### src/rtl/nps_pkg.sv
package nps_pkg;

    localparam int WORD_W    = 32;
    localparam int BUS_W     = 16;
    localparam int BYTE_W    = 8;
    localparam int LANES     = BUS_W / BYTE_W;
    localparam int BEATS_MAX = WORD_W / BYTE_W;
    localparam int CNT_W     = $clog2(BEATS_MAX + 1);
    localparam int LANE_HI   = LANES - 1;
    localparam int LANE_LO   = 0;

    typedef enum logic [1:0] {
        SZ_BYTE = 2'b00,
        SZ_HALF = 2'b01,
        SZ_FULL = 2'b10,
        SZ_RSVD = 2'b11
    } xfer_size_e;

    typedef struct packed {
        logic we;
        logic mux;
    } xfer_ctl_t;

    // number of external byte cycles for a size code
    function automatic logic [CNT_W-1:0] beats_of(xfer_size_e s);
        case (s)
            SZ_HALF: return CNT_W'(2);
            SZ_FULL: return CNT_W'(BEATS_MAX);
            default: return CNT_W'(1);
        endcase
    endfunction

    // move the most significant used byte of the write data to the top
    function automatic logic [WORD_W-1:0] align_msb(xfer_size_e s, logic [WORD_W-1:0] d);
        int unsigned sh;
        sh = WORD_W - BYTE_W * int'(beats_of(s));
        return d << sh;
    endfunction

    // one-hot lane selection: upper lane in normal mode, lower in mux mode
    function automatic logic [LANES-1:0] lane_sel(logic mux);
        logic [LANES-1:0] r;
        r = '0;
        if (mux) r[LANE_LO] = 1'b1;
        else     r[LANE_HI] = 1'b1;
        return r;
    endfunction

endpackage

### src/rtl/nps_seq.sv
module nps_seq
    import nps_pkg::*;
#(
    parameter int AW = 16
) (
    input  logic          clk,
    input  logic          rst,
    input  logic          req_valid,
    input  logic          req_write,
    input  xfer_size_e    req_size,
    input  logic [AW-1:0] req_addr,
    input  logic          mux_mode,
    input  logic          ext_ack,
    output logic          busy,
    output logic          accept,
    output logic          step,
    output logic          last,
    output logic          done,
    output xfer_ctl_t     ctl,
    output logic [AW-1:0] addr
);

    logic             busy_q;
    logic             done_q;
    logic [CNT_W-1:0] left_q;
    logic [AW-1:0]    addr_q;
    xfer_ctl_t        ctl_q;

    assign accept = req_valid & ~busy_q;
    assign step   = busy_q & ext_ack;
    assign last   = (left_q == CNT_W'(1));

    always_ff @(posedge clk) begin
        if (rst) begin
            busy_q <= 1'b0;
            done_q <= 1'b0;
            left_q <= '0;
            addr_q <= '0;
            ctl_q  <= '0;
        end else begin
            done_q <= 1'b0;
            if (accept) begin
                busy_q    <= 1'b1;
                left_q    <= beats_of(req_size);
                addr_q    <= req_addr;
                ctl_q.we  <= req_write;
                ctl_q.mux <= mux_mode;
            end else if (step) begin
                if (last) begin
                    busy_q <= 1'b0;
                    done_q <= 1'b1;
                    left_q <= '0;
                end else begin
                    left_q <= left_q - CNT_W'(1);
                    addr_q <= addr_q + AW'(1);
                end
            end
        end
    end

    assign busy = busy_q;
    assign done = done_q;
    assign ctl  = ctl_q;
    assign addr = addr_q;

endmodule

### src/rtl/nps_datapath.sv
module nps_datapath
    import nps_pkg::*;
(
    input  logic              clk,
    input  logic              rst,
    input  logic              accept,
    input  logic              step,
    input  logic              last,
    input  logic              capture,
    input  xfer_size_e        req_size,
    input  logic [WORD_W-1:0] req_wdata,
    input  logic [BYTE_W-1:0] rd_byte,
    output logic [BYTE_W-1:0] wr_byte,
    output logic [WORD_W-1:0] rdata
);

    logic [WORD_W-1:0] wsh_q;
    logic [WORD_W-1:0] rsh_q;
    logic [WORD_W-1:0] rdata_q;
    logic [WORD_W-1:0] rsh_next;

    assign rsh_next = {rsh_q[WORD_W-BYTE_W-1:0], rd_byte};

    always_ff @(posedge clk) begin
        if (rst) begin
            wsh_q   <= '0;
            rsh_q   <= '0;
            rdata_q <= '0;
        end else if (accept) begin
            wsh_q <= align_msb(req_size, req_wdata);
            rsh_q <= '0;
        end else if (step) begin
            wsh_q <= wsh_q << BYTE_W;
            rsh_q <= rsh_next;
            if (last && capture) rdata_q <= rsh_next;
        end
    end

    assign wr_byte = wsh_q[WORD_W-1 -: BYTE_W];
    assign rdata   = rdata_q;

endmodule

### src/rtl/nps_lane.sv
module nps_lane
    import nps_pkg::*;
(
    input  logic              sel,
    input  logic              busy,
    input  xfer_ctl_t         ctl,
    input  logic [BYTE_W-1:0] wr_byte,
    input  logic [BYTE_W-1:0] bus_rd,
    output logic [BYTE_W-1:0] bus_wd,
    output logic              oe,
    output logic [BYTE_W-1:0] rd_masked
);

    logic drive;

    assign drive     = busy & ctl.we & sel;
    assign oe        = drive;
    assign bus_wd    = drive ? wr_byte : '0;
    assign rd_masked = sel ? bus_rd : '0;

endmodule

### src/rtl/nps_splitter.sv
module nps_splitter
    import nps_pkg::*;
#(
    parameter int AW = 16
) (
    input  logic              clk,
    input  logic              rst,
    input  logic              req_valid,
    input  logic              req_write,
    input  logic [1:0]        req_size,
    input  logic [AW-1:0]     req_addr,
    input  logic [WORD_W-1:0] req_wdata,
    input  logic              mux_mode,
    output logic              busy,
    output logic              done,
    output logic [WORD_W-1:0] rdata,
    output logic              ext_req,
    output logic              ext_we,
    output logic [AW-1:0]     ext_addr,
    output logic [BUS_W-1:0]  ext_wdata,
    output logic              ext_oe_hi,
    output logic              ext_oe_lo,
    input  logic              ext_ack,
    input  logic [BUS_W-1:0]  ext_rdata
);

    xfer_size_e                     size_e;
    logic                           accept;
    logic                           step;
    logic                           last;
    logic                           busy_w;
    xfer_ctl_t                      ctl;
    logic [BYTE_W-1:0]              wr_byte;
    logic [BYTE_W-1:0]              rd_byte;
    logic [LANES-1:0]               sel;
    logic [LANES-1:0]               lane_oe;
    logic [LANES-1:0][BYTE_W-1:0]   rd_mask;

    assign size_e = xfer_size_e'(req_size);
    assign sel    = lane_sel(ctl.mux);

    nps_seq #(.AW(AW)) u_seq (
        .clk       (clk),
        .rst       (rst),
        .req_valid (req_valid),
        .req_write (req_write),
        .req_size  (size_e),
        .req_addr  (req_addr),
        .mux_mode  (mux_mode),
        .ext_ack   (ext_ack),
        .busy      (busy_w),
        .accept    (accept),
        .step      (step),
        .last      (last),
        .done      (done),
        .ctl       (ctl),
        .addr      (ext_addr)
    );

    nps_datapath u_dp (
        .clk       (clk),
        .rst       (rst),
        .accept    (accept),
        .step      (step),
        .last      (last),
        .capture   (~ctl.we),
        .req_size  (size_e),
        .req_wdata (req_wdata),
        .rd_byte   (rd_byte),
        .wr_byte   (wr_byte),
        .rdata     (rdata)
    );

    for (genvar gi = 0; gi < LANES; gi++) begin : g_lane
        nps_lane u_lane (
            .sel       (sel[gi]),
            .busy      (busy_w),
            .ctl       (ctl),
            .wr_byte   (wr_byte),
            .bus_rd    (ext_rdata[gi*BYTE_W +: BYTE_W]),
            .bus_wd    (ext_wdata[gi*BYTE_W +: BYTE_W]),
            .oe        (lane_oe[gi]),
            .rd_masked (rd_mask[gi])
        );
    end

    always_comb begin
        rd_byte = '0;
        for (int i = 0; i < LANES; i++) rd_byte |= rd_mask[i];
    end

    assign busy      = busy_w;
    assign ext_req   = busy_w;
    assign ext_we    = busy_w & ctl.we;
    assign ext_oe_hi = lane_oe[LANE_HI];
    assign ext_oe_lo = lane_oe[LANE_LO];

endmodule

### config.mk
export PLATFORM = sky130hd
export DESIGN_NAME = nps_splitter
export DESIGN_NICKNAME = d
export VERILOG_FILES = /design/src/rtl/nps_pkg.sv /design/src/rtl/nps_seq.sv /design/src/rtl/nps_datapath.sv /design/src/rtl/nps_lane.sv /design/src/rtl/nps_splitter.sv
export SDC_FILE = /design/constraint.sdc
export NUM_CORES = 1
export LEC_CHECK = 0
export BUFFER_PORTS_ARGS = -buffer_cell sky130_fd_sc_hd__buf_4
export CAP_MARGIN = 0
export CORE_MARGIN = 4
export CORE_UTILIZATION = 48
export DETAILED_ROUTE_END_ITERATION = 8
export PLACE_DENSITY = 0.85
export SKIP_LAST_GASP = 1
export SLEW_MARGIN = 10
export SYNTH_ARGS = -nofsm -noshare
export SYNTH_HDL_FRONTEND = slang
export SYNTH_HIERARCHICAL = 1
export SYNTH_SLANG_ARGS = --single-unit
### constraint.sdc
create_clock -name clk -period 2.02 [get_ports clk]
set_clock_uncertainty 0.1 [all_clocks]
set_input_delay 0.202 -clock clk [delete_from_list [all_inputs] [get_ports clk]]
set_output_delay 0.202 -clock clk [all_outputs]
set_load 0.01 [all_outputs]
# Yosys cells after proc, flatten, opt, wreduce, memory -nomap -nowiden
# Index checks and enable logic that the tools add are counted.
[word_totals]
regBits = 111
[op_classes]
bitwise = 10
reduce_logical = 8
eq_ne = 4
muxes = 21
addsub = 3
shifts = 1
[ops]
columns = ["cell", "count"]
rows = [
  ["32-bit two-way mux", 2],
  ["16-bit two-way mux", 3],
  ["8-bit two-way mux", 4],
  ["32-bit by 32-bit << shifter with 32-bit output", 1],
  ["16-bit by 1-bit adder with 16-bit output (second input constant)", 1],
  ["3-bit two-way mux", 5],
  ["8-bit OR", 1],
  ["6-bit by 6-bit subtractor with 7-bit output (first input constant)", 1],
  ["1-bit two-way mux", 6],
  ["3-bit case mux with 2 select lines", 1],
  ["1-bit AND", 5],
  ["1-bit NOT", 4],
  ["2-bit AND reduction", 2],
  ["2-bit nonzero test", 2],
  ["3-bit by 1-bit equality test with 1-bit output (second input constant)", 1],
  ["3-bit AND reduction", 1],
  ["3-bit OR reduction", 1],
  ["3-bit by 1-bit subtractor with 3-bit output (second input constant)", 1],
  ["2-bit by 1-bit equality test with 1-bit output (second input constant)", 1],
  ["2-bit equality test (second input constant)", 1],
  ["2-bit != test (second input constant)", 1],
  ["2-bit OR reduction", 1],
  ["1-bit logical AND", 1],
]

# Longest topological paths before layout
[logic_depth]
depth_word = 7
mapped_depth = 9
mapped_depth_nobuf = 7

# Hierarchy
# Netlist, hierarchy kept.
[by_module_without_submodules]
columns = ["mod", "cells_per_inst", "area_each_um2", "n_inst", "seq_area_each_um2"]
rows = [
  ["nps_datapath", 433, 3908.7, 1, 1761.7],
  ["nps_seq", 154, 1276.2, 1, 460.4],
  ["nps_lane", 18, 153.9, 2, 0.0],
  ["nps_splitter", 12, 71.3, 1, 0.0],
]

# Least setup slack after synthesis
# Ideal clock, no wire load.
[synth_timing]
kind = "flip-flop to flip-flop"
from = "register u_seq.busy_q, in the netlist u_seq/busy"
to = "register u_dp.rdata_q[10], in the netlist u_dp/rdata[10]"
arrival_time_ns = 1.993
stages_incl_launch_ff = 9
period_less_slack_ns = 2.225
path_slack_ns = -0.205
cell_sequence = "dfxtp_1 > or2b_2 > clkinv_1 > clkbuf_1 > and4b_1 > buf_2 > buf_2 > nand2_1 > a21oi_1"
[synth_between]
elab_chain_cells = 4
elab_cells_between_ends = 5
[synth_lines]
columns = ["item", "line", "source"]
rows = [
  ["start, declared", "nps_seq.sv:23", "logic busy_q;"],
  ["start signal, assigned", "nps_seq.sv:35", "busy_q <= 1'b0;"],
  ["start signal, assigned", "nps_seq.sv:43", "busy_q <= 1'b1;"],
  ["start signal, assigned", "nps_seq.sv:50", "busy_q <= 1'b0;"],
  ["1-bit NOT", "nps_seq.sv:29", "assign accept = req_valid & ~busy_q;"],
  ["1-bit AND", "nps_seq.sv:29", ""],
  ["net accept", "nps_splitter.sv:28", "logic accept;"],
  ["1-bit NOT (no line)", "-", ""],
  ["3-bit AND reduction (no line)", "-", ""],
  ["end signal, assigned", "nps_datapath.sv:35", "if (last && capture) rdata_q <= rsh_next;"],
  ["end, declared", "nps_datapath.sv:19", "logic [WORD_W-1:0] rdata_q;"],
]
# The timed path passes the listed nets, and every way through them passes these cells.
# A chain may end at the register's enable or synchronous reset.

# Worst setup path after layout
[layout_timing]
from = "register u_seq.addr_q[0], in the netlist u_seq/addr[0]"
to = "register u_seq.addr_q[12], in the netlist u_seq/addr[12]"
[layout_between]
elab_chain_cells = 4
[layout_lines]
columns = ["item", "line", "source"]
rows = [
  ["start, declared", "nps_seq.sv:26", "logic [AW-1:0] addr_q;"],
  ["start signal, assigned", "nps_seq.sv:45", "addr_q <= req_addr;"],
  ["start signal, assigned", "nps_seq.sv:55", "addr_q <= addr_q + AW'(1);"],
  ["16-bit by 1-bit adder with 16-bit output", "nps_seq.sv:55", ""],
  ["16-bit two-way mux", "nps_seq.sv:49", "if (last) begin"],
  ["16-bit two-way mux", "nps_seq.sv:48", "end else if (step) begin"],
  ["16-bit two-way mux", "nps_seq.sv:42", "if (accept) begin"],
]
# Every way passes these cells. The select of a mux whose other input is x is not followed.

==> out/metrics.cfg <==
[yosys]
synth.distinct_cells=58
ys_ff_latch=111
synth_warnings=6
netlist_instances=635
syn_area_mm2=0.00556
async_reset_ff_share_pct=0
synth_nets=714
yosys_most_used_dff=dfxtp_1
synth_edf_count=0
seq_area_frac_synth_pct=39.9
postSynthAreaPerCell_um2=8.76

[final_layout]
nNetsFinal=835
multi_input_area_mm2=0.00294
final_cell_mix=buf_4 (159), dfxtp_1 (108), nand2_1 (100)
antenna_cells=0
syn2layout_area_growth_pct=25.5
fillers=977
area.sequential_mm2=0.00223
layout_commonest_cell=buf_4
post_route_cells_drive_above_1_share_pct=31.0

[pwr]
switchingPower_mw=1.28
ir_drop_v=0.000417
switching_share_pct=26.2
power.total_mw=4.90
p_leak_nw=2.87
p_clk_share_pct=36.7
combPwrFrac_pct=15.5
intPower_mw=3.61
power.density_mw_per_mm2=701
p_seq_share_pct=47.8

[hold_path]
hp-class=input pin to flip-flop

[sta]
fmax_ghz=0.526
timing.setup.tns_ps=0
maxSlewViolCount=0
whs_ps=15.0
worst_slack_ps=119
hold_violations=0
tightest_slew_ps=643
period_share_pct=94.1
setup_viol=0
maxSlewHeadroom_pct=56.9
fin_crit_ps=1900
rsz0062_at_grt=no

[route]
vias=5152
route.detailed.drc=0
dr.pass1.iters=5
drtAntennaViolNets=0
wirelength_mm=15.0
wl_per_cell_um=16.6
drt-initial-drc-count=330
viasPerCell=5.70

[setup_path]
startpoint_type=flip-flop
crit_family=simple AND/OR/NAND/NOR gates
crit_path_end_kind=flip-flop
path_class=flip-flop to flip-flop
cp.required_ps=2180
cp_max_fo=5
path_buf_inv=0
critical_path.slowest_cell=or4_1
crit_chain=ha_2 > and3_2 > nand4_2 > or4_1 > a311oi_2
crit_path_max_incr_delay_ps=440
crit_arrival_ps=2060

[die]
die_h_um=116
core-area_mm2=0.0114
initial_core_util_pct=48.9
dieArea_mm2=0.0134
rows=39
fp.dieW_um=116
ios=142

[clock_network]
cts_tree=yes
htreeDepth=3
clkTransAtPathRegs_ps=70
clock_latency_ps=340
cts_buffer_depth=2
cts_sinks=111
cts-root-buf=clkbuf_16
numCtsBuffers=9

[grt]
grt_pass1_vias=5007
grt_overflow=0
grt_pass1_wl_mm=23.5
grt_antenna_before_repair=0
grt_max_degree=58
track_usage_pct=21.8

[run_status]
status=finished, final reports clean

[flow_run]
drv_cap=0

[placed_design]
hpwl_mm=10.8
place.port_buffers=141
gp_congestion=0.854
place_ws_ps=65.6

==> cell usage after synthesis (5+ instances only) <==
master,n,area [um2]
nor2b_1,16,100
nor3_1,12,60.1
buf_4,12,90.1
a311oi_1,5,43.8
mux2i_1,56,561
buf_2,18,90.1
o22a_1,15,131
nand3_1,5,25.0
and2_2,12,90.1
o221a_2,8,90.1
a22oi_1,9,67.6
nor2_1,53,199
clkbuf_1,12,45.0
o21ai_0,6,30.0
dfxtp_1,111,2220
or2_1,8,50.1
o32ai_1,8,70.1
and4_2,15,150
buf_6,9,101
nand2_1,100,375
a21oi_1,46,230
inv_1,19,71.3
a31oi_1,9,56.3
ha_1,7,87.6
or4_1,6,45.0
and2_1,5,31.3
==> what timing repair did <==
action / CTS / global route
buffers inserted: 0 / 0
setup endpoints to repair: 0 / 41
resized for setup: 0 / 7
hold buffers: 0 / 0
==> layer usage <==
metal / vias to the layer above / GRT usage (%) / wire length (um)
met5: - / 0 / 0
met4: 0 / 10.3 / 410
met3: 36 / 2.87 / 844
met2: 192 / 37.9 / 7480
met1: 2453 / 26.8 / 6250
li1: 2471 / - / -
==> path summary, 6_finish.rpt <==
kind / startpoint / endpoint / slack [ps] / cells after the start
setup / recovery: u_seq/addr[0] / u_seq/addr[12] / 120 / 5
hold / removal: req_addr[3] / u_seq/addr[3] / 10 / 3
setup reg to reg: u_seq/addr[0] / u_seq/addr[12] / 120 / 5
hold reg to reg: u_dp/rdata[14] / u_dp/rdata[14] / 360 / 2
==> sequential cells by signal, indices dropped and copies added, names as in the netlist <==
name / flops
u_dp/rdata: 32
u_dp/wsh_q: 32
u_dp/rsh_q: 24
u_seq/addr: 16
u_seq/left_q: 3
u_seq/ctl: 2
u_seq/busy: 1
u_seq/done: 1
==> through the flow <==
stage	cell area [um2]	utilization [%]	cells
after detailed placement	6660	58.6	888
after global routing	6990	61.4	904
final	6990	61.4	904
after global placement	6660	58.6	888
after floorplan	5570	-	635
after CTS	6960	61.2	904
==> worst reg2reg max path: stages, from the launching register on <==
cell and delay (ps):
dfxtp_2 370, ha_2 220, and3_2 250, nand4_2 160, or4_1 450, a311oi_2 270
==> power by group through the flow <==
stage          Clock [mW]  Sequential (mW)  Combinational, mW
2_1_floorplan           0             2.38              0.477
5_1_grt              1.91             2.35              0.819
4_1_cts              1.83             2.34              0.748
3_3_place_gp            0             2.38              0.721
3_5_place_dp            0             2.39              0.743
6_report             1.80             2.34              0.757
==> kinds of logic after synthesis <==
family,count (synthesis),share of synthesized area (%)
and+or+nand+nor,263,25.3
AOI/OAI and AO/OA,124,15.5
DFF,111,39.9
buffers and inverters,73,7.47
muxes,57,10.3
adders and majority gates,7,1.57
==> final cells by class <==
type                    count  area share, %
flip-flops and latches    111           31.9
clock buffers              11           3.33
clock inverters             5          0.931
multi-input cells         451           42.1
well taps                 143           2.56
inverters                  21           1.22
repair buffers            162           17.9
No activity file was read; power rests on OpenSTA's default activity.
